### config.mk
export PLATFORM = sky130hd
export DESIGN_NAME = chip_select_ctrl
export DESIGN_NICKNAME = d
export VERILOG_FILES = /design/src/rtl/cs_pkg.sv /design/src/rtl/cs_window_decode.sv /design/src/rtl/cs_ctrl_regs.sv /design/src/rtl/cs_pin_logic.sv /design/src/rtl/chip_select_ctrl.sv
export SDC_FILE = /design/constraint.sdc
export NUM_CORES = 1
export LEC_CHECK = 0
export BUFFER_PORTS_ARGS = -buffer_cell sky130_fd_sc_hd__buf_2
export CORE_ASPECT_RATIO = 0.9
export CORE_MARGIN = 10
export CORE_UTILIZATION = 28
export CTS_CLUSTER_DIAMETER = 40
export DETAILED_ROUTE_END_ITERATION = 16
export GPL_TIMING_DRIVEN = 0
export HOLD_SLACK_MARGIN = 0.06
export PLACE_DENSITY = 0.65
export REMOVE_ABC_BUFFERS = 1
export SETUP_SLACK_MARGIN = 0.2
export SLEW_MARGIN = 20
export SYNTH_ARGS = -nofsm -noshare
export SYNTH_HDL_FRONTEND = slang
export SYNTH_HIERARCHICAL = 1
export SYNTH_SLANG_ARGS = --single-unit
export TNS_END_PERCENT = 5
### constraint.sdc
create_clock -name clk -period 1.3 [get_ports clk]
set_input_delay 0.065 -clock clk [delete_from_list [all_inputs] [get_ports clk]]
set_output_delay 0.065 -clock clk [all_outputs]
set_load 0.1 [all_outputs]
### src/rtl/cs_pkg.sv
package cs_pkg;
  localparam int NSEL = 4;

  typedef struct packed {
    logic wp;
    logic pa;
    logic en;
  } sel_cfg_t;
endpackage

### src/rtl/cs_window_decode.sv
module cs_window_decode #(
  parameter int ADDR_W   = 16,
  parameter int NSEL     = 4,
  parameter int WIN_LOG2 = 12,
  parameter logic [ADDR_W-1:0] WIN_BASE = 16'h8000,
  parameter logic [ADDR_W-1:0] REG_BASE = 16'h0000,
  localparam int IDX_W   = $clog2(NSEL)
) (
  input  logic              valid,
  input  logic [ADDR_W-1:0] addr,
  output logic [NSEL-1:0]   hit,
  output logic              reg_hit,
  output logic [IDX_W-1:0]  reg_idx
);
  localparam int TAG_W   = ADDR_W - WIN_LOG2;
  localparam int REG_LSB = IDX_W + 2;
  localparam logic [TAG_W-1:0] BASE_TAG = WIN_BASE[ADDR_W-1:WIN_LOG2];

  for (genvar gi = 0; gi < NSEL; gi++) begin : g_win
    assign hit[gi] = valid && (addr[ADDR_W-1:WIN_LOG2] == BASE_TAG + TAG_W'(gi));
  end

  assign reg_hit = valid && (addr[ADDR_W-1:REG_LSB] == REG_BASE[ADDR_W-1:REG_LSB]);
  assign reg_idx = addr[REG_LSB-1:2];
endmodule

### src/rtl/cs_ctrl_regs.sv
module cs_ctrl_regs
  import cs_pkg::*;
#(
  parameter int NSEL = 4,
  parameter logic [NSEL-1:0] RST_EN = 4'b0001,
  parameter logic [NSEL-1:0] RST_PA = 4'b0111,
  localparam int IDX_W = $clog2(NSEL)
) (
  input  logic                  clk,
  input  logic                  rst,
  input  logic                  wr_en,
  input  logic [IDX_W-1:0]      wr_idx,
  input  logic [2:0]            wr_bits,
  output sel_cfg_t [NSEL-1:0]   cfg
);
  for (genvar gi = 0; gi < NSEL; gi++) begin : g_reg
    always_ff @(posedge clk) begin
      if (rst) begin
        cfg[gi] <= '{wp: 1'b0, pa: RST_PA[gi], en: RST_EN[gi]};
      end else if (wr_en && wr_idx == IDX_W'(gi)) begin
        cfg[gi] <= '{wp: wr_bits[2], pa: wr_bits[1], en: wr_bits[0]};
      end
    end
  end
endmodule

### src/rtl/cs_pin_logic.sv
module cs_pin_logic
  import cs_pkg::*;
#(
  parameter int NSEL = 4
) (
  input  sel_cfg_t [NSEL-1:0] cfg,
  input  logic [NSEL-1:0]     hit,
  input  logic                write,
  output logic [NSEL-1:0]     cs_n,
  output logic                tea
);
  logic [NSEL-1:0] blocked;

  for (genvar gi = 0; gi < NSEL; gi++) begin : g_pin
    assign blocked[gi] = hit[gi] && (!cfg[gi].en || (cfg[gi].wp && write));
    if (gi == 0) begin : g_boot
      assign cs_n[gi] = cfg[gi].en ? !(hit[gi] && !blocked[gi]) : 1'b1;
    end else begin : g_gpio
      assign cs_n[gi] = cfg[gi].en ? !(hit[gi] && !blocked[gi]) : cfg[gi].pa;
    end
  end

  assign tea = |blocked;
endmodule

### src/rtl/chip_select_ctrl.sv
module chip_select_ctrl
  import cs_pkg::*;
#(
  parameter int ADDR_W   = 16,
  parameter int WIN_LOG2 = 12,
  parameter logic [ADDR_W-1:0] WIN_BASE = 16'h8000,
  parameter logic [ADDR_W-1:0] REG_BASE = 16'h0000,
  parameter logic [NSEL-1:0]   RST_EN   = 4'b0001,
  parameter logic [NSEL-1:0]   RST_PA   = 4'b0111
) (
  input  logic              clk,
  input  logic              rst,
  input  logic              bus_valid,
  input  logic              bus_write,
  input  logic              bus_word,
  input  logic [ADDR_W-1:0] bus_addr,
  input  logic [31:0]       bus_wdata,
  output logic [31:0]       bus_rdata,
  output logic [NSEL-1:0]   cs_n,
  output logic              tea
);
  localparam int IDX_W = $clog2(NSEL);

  logic [NSEL-1:0]     hit;
  logic                reg_hit;
  logic [IDX_W-1:0]    reg_idx;
  sel_cfg_t [NSEL-1:0] cfg;

  cs_window_decode #(
    .ADDR_W(ADDR_W), .NSEL(NSEL), .WIN_LOG2(WIN_LOG2),
    .WIN_BASE(WIN_BASE), .REG_BASE(REG_BASE)
  ) u_dec (
    .valid(bus_valid), .addr(bus_addr),
    .hit(hit), .reg_hit(reg_hit), .reg_idx(reg_idx)
  );

  cs_ctrl_regs #(
    .NSEL(NSEL), .RST_EN(RST_EN), .RST_PA(RST_PA)
  ) u_regs (
    .clk(clk), .rst(rst),
    .wr_en(reg_hit && bus_write && bus_word),
    .wr_idx(reg_idx), .wr_bits(bus_wdata[2:0]), .cfg(cfg)
  );

  cs_pin_logic #(.NSEL(NSEL)) u_pins (
    .cfg(cfg), .hit(hit), .write(bus_write), .cs_n(cs_n), .tea(tea)
  );

  always_comb begin
    bus_rdata = '0;
    if (reg_hit && !bus_write) bus_rdata[2:0] = cfg[reg_idx];
  end
endmodule

Word level (Yosys, flattened, before mapping)
Cells that the tools add are included.
Operators by class
  order comparisons: 1
  equal/unequal tests: 7
  mux-type cells: 7
  reductions and logical operators: 44
Operators with widths (count)
  logical AND 1 bit: 24
  == test 4 bit, second input constant: 4
  zero test 1 bit: 13
  zero test 12 bit: 1
  binary-select mux 3 bit (select 2 bit): 1
  two-way mux 3 bit: 2
  == test 2 bit, second input constant: 2
  logical OR 1 bit: 4
  two-way mux 1 bit: 4
  OR reduction 4 bit: 1
  less-than comparator 2 x 3 -> 1 bit, second input constant: 1
  == test 2 x 1 -> 1 bit, second input constant: 1
  zero test 2 bit: 1
Storage, ports and cells
  register bits: 12
  input bits: 53
  output and inout port bits: 37

Longest topological paths before layout
  depth in word-level cells: 7
  depth in mapped cells: 5
  gate-level depth less buffers: 5

Hierarchy
The synthesis kept the hierarchy.
By module, submodules not included
  cs_ctrl_regs: instances 1, cells each 46, area an instance 498.0 um^2, sequential area each 240.2 um^2
  chip_select_ctrl: instances 1, cells each 37, area an instance 332.8 um^2, sequential area each 0.0 um^2
  cs_window_decode: instances 1, cells each 14, area an instance 93.8 um^2, sequential area each 0.0 um^2
  cs_pin_logic: instances 1, cells each 16, area an instance 90.1 um^2, sequential area each 0.0 um^2

Worst setup path after synthesis
Ideal clock, no wire load.
  kind: flip-flop to output port
  from: register, netlist name u_regs/cfg[3]
  to: output cs_n[1]
  arrival time: 1.992 ns
  data required time: 1.235 ns
  path slack: -0.757 ns
  cell stages (with the launch flop): 2
  path buffers: 0
  path through: dfxtp_1 a31oi_1
On the way
  longest elaborated chain between the ends: 7
Ends and longest elaborated chain
  zero test 1 bit: line cs_pin_logic.sv:15  | assign blocked[gi] = hit[gi] && (!cfg[gi].en || (cfg[gi].wp && write));
  logical OR 1 bit: line cs_pin_logic.sv:15
  logical AND 1 bit: line cs_pin_logic.sv:15
  zero test 1 bit: line cs_pin_logic.sv:19  | assign cs_n[gi] = cfg[gi].en ? !(hit[gi] && !blocked[gi]) : cfg[gi].pa;
  logical AND 1 bit: line cs_pin_logic.sv:19
  zero test 1 bit: line cs_pin_logic.sv:19
  two-way mux 1 bit *: line cs_pin_logic.sv:19
  end: declaration: line chip_select_ctrl.sv:19  | output logic [NSEL-1:0] cs_n,
Mark *: on every way between the ends. The rest lies on a longest branch, timed or not.

Worst setup path after layout
  from: register, netlist name u_regs/cfg[3]
  to: output bus_rdata[0]
On the way
  longest elaborated chain between the ends: 3
Ends and longest elaborated chain
  binary-select mux 3 bit (select 2 bit): line chip_select_ctrl.sv:51  | if (reg_hit && !bus_write) bus_rdata[2:0] = cfg[reg_idx];
  two-way mux 3 bit (not written as such): line chip_select_ctrl.sv:51
  two-way mux 3 bit: line chip_select_ctrl.sv:51
  end: declaration: line chip_select_ctrl.sv:18  | output logic [31:0] bus_rdata,
No other way between the ends. The select of a mux whose other input is x is not followed.

==> key figures <==
Outcome
  – Outcome: finished with violations
  – Violated checks: setup timing

Placed design
  – Placed insts: 182
  – Routability congestion estimate: between 0.7 and 0.8
  – Worst slack, placed: -341 ps
  – Port Buffers: 29
  – Hpwl dp: between 2 and 2.5 mm

STA
  – Unrepaired setup endpoints after global routing: true
  – Fmax: roughly 670 MHz
  – Period minus WS final: approximately 1500 ps
  – Final worst setup slack: -189 ps
  – Final Max Tran Viols: 0
  – Worst Skew: 0 ps
  – # setup viols final: 7
  – Final Cycle Share: 115%
  – Hold Vio Cnt, Final: 0

Clock network
  – Skew-Pair Late Insertion Delay: approximately 240 ps
  – CTS tree: done
  – CTS hold repair buffers: 0
  – CTS Buf Count: 3
  – H-tree Lvls: 1
  – Clk buf depth: 2
  – CTS sink count: 12
  – Clock slew at reported path FFs: ~50 ps
  – CTS root buffer: clkbuf_8

Die
  – Core box area: between 3000 and 4000 um2
  – Die area: 6440 um2
  – Die W: about 83 um
  – Num rows: 20
  – I/O pins: 90
  – Initial Utilization: a little under 30%
  – Chip height: approximately 77 um

Critical path
  – Crit end category: primary output
  – Crit path required time: 1240 ps
  – Crit path DAT: 1420 ps
  – Crit path kind: flop to primary output
  – CP max FO: 5
  – Worst setup SP type: flop

Yosys
  – Largest family of logic cells by synthesized area: simple AND/OR/NAND/NOR gates
  – Syn Std Cell Area: roughly 1000 um2
  – Simple-Gate Fraction of Synth Area: ~27%
  – Prevailing post-synth register cell: dfxtp_1
  – Most frequent cells after synthesis: buf_4 (32), dfxtp_1 (12), mux2i_1 (12), nor2_1 (12), nand2b_1 (11)
  – Leading area contributor after synthesis: dfxtp_1
  – Yosys cell types: 25
  – Post-synth ARST share: 0%
  – Avg Inst Size Synth: between 8 and 9 um2
  – Post-synthesis mux area share: roughly a fifth
  – Largest cells by area after synthesis: dfxtp_1 (24%), buf_4 (24%), mux2i_1 (12%)
  – Syn Inst Count: 113
  – Yosys warnings: 6
  – Area fraction in compound gates after synthesis: 4.81%
  – Post-Synth Adder-Cell Area: 0%
  – Seq/Total Area, Yosys: 23.7%
  – Most frequent cell after synthesis: buf_4
  – Flops & latches, synth: 12
  – Post-synth EDFFs: 0
  – XOR/XNOR share of the synthesized area: 0%
  – Top-area cell type share of the netlist area: 23.7%

Pwr
  – Switching share of power: between 40% and 50%
  – Clock power share: approximately 28%
  – Gate power share: 41.0%
  – Worst VDD drop: between 0.3 and 0.4 mV
  – P_int: 0.000626 W
  – P_sw: approximately 0.00055 W
  – LEAKAGE: between 0.6 and 0.7 nW
  – Cell Pwr Density: 920 nW/um2
  – Reg power frac: between 30% and 40%

Global routing
  – Global-route wire length before repair: ~4.0 mm
  – Pin count of the biggest net entering global routing: 18
  – Overflow after GRT: 0
  – GR Util All Layers: about 7.4%
  – Vias in the first global route: 840
  – Initial antenna violation count: 0

Drt
  – DRC viols: 0
  – Via count: just under 800
  – Final wirelength: ~2.6 mm
  – Routed vias/inst: 4.21
  – Routed Antenna Nets: 0
  – Drt first pass iters: 4
  – WL/cell: about 14 um
  – Initial DRC count: 32

Final layout
  – Layout area overhead: 26.0%
  – # nets final: roughly 200
  – ANT cells: 0
  – Max reg flops: 12
  – Post-Layout Cell Count: 188
  – Final Util: between 30% and 40%
  – Largest registers: u_regs/cfg: 12 flops
  – Top reg by flops: u_regs/cfg
  – Share of post-route cells with drive strength above 1: 43.8%

Worst hold path
  – Worst Hold Class: input port to flop

Flow run
  – # Max-Cap Violations: 0
critical path, stage by stage, from the launching register on:
cell and delay (ps):
dfxtp_2 340, mux4_2 450, and3b_2 230, buf_12 160
metal layers:
metal  up-vias  share of wire, %  track usage (%)
met5         -                 0                0
met4         0              0.85             3.01
met3         2                14             3.91
met2        46                42             11.0
met1       352                43             8.56
li1        392                 -                -
worst paths after layout:
check / from / to / slack [ps] / cells after the start
min: bus_wdata[1] / u_regs/cfg[10] / 90 / 3
max reg2reg: u_regs/cfg[3] / u_regs/cfg[3] / 670 / 2
min reg2reg: u_regs/cfg[11] / u_regs/cfg[11] / 490 / 2
max: u_regs/cfg[3] / bus_rdata[0] / -190 / 3
what timing repair did:
item,CTS,global route
setup endpoints to repair,20,20
buffers inserted,2,1
gates resized for setup,44,10
pin swaps,4,4
cells in the final DEF (no fill, tap or decap):
master and instances:
buf_12 5, nand4b_1 1, buf_6 4, mux4_2 3
dfxtp_2 11, and2_2 1, clkbuf_8 3, a21boi_1 3
a21boi_2 1, nand3_1 2, dfxtp_1 1, nor3b_4 1
and4_4 1, nor4_1 1, nor4b_4 1, inv_1 1
and3_2 1, a31oi_1 2, or4_4 1, buf_2 21
nand2_2 3, conb_1 29, mux2i_1 12, and3b_2 3
a31oi_2 1, nor2_1 12, nor3_1 2, buf_4 2
nand2_1 1, nand2b_1 11, nand3b_1 3
cell families (layout without fill, tap and decap cells):
kind of cell | count (synthesis) | after routing
and+or+nand+nor | 45 | 45
buffers and inverters | 33 | 36
muxes | 15 | 15
DFF | 12 | 12
AOI/OAI and AO/OA | 7 | 7
other | 1 | 29
per-stage QoR:
step           instance area, um2  hold WS (ps)  power (W)  setup TNS, ps
6_report                     1280          89.9    0.00118           -799
3_5_place_dp                 1080           345   0.000839          -3510
2_1_floorplan                 880           216   0.000781          -2680
4_1_cts                      1230          86.3    0.00118          -1020
3_3_place_gp                 1080           338   0.000837          -2970
5_1_grt                      1280           111    0.00122          -1440
layout make-up:
class                   count  area, um2
repair buffers             32        265
inverters                   1       3.75
flip-flops and latches     12        254
clock buffers               3       41.3
well taps                  44       55.1
fillers                   370       2150
multi-input cells          96        659
power by group through the flow:
stage                     sequential [W]  combinational (W)  clock [W]
after floorplan                 0.000376           0.000406          0
after global placement          0.000376           0.000461          0
after detailed placement        0.000376           0.000463          0
after CTS                       0.000368           0.000473   0.000341
after global routing            0.000368           0.000497   0.000353
final                           0.000368           0.000482   0.000326
No activity file was read; power rests on OpenSTA's default activity.
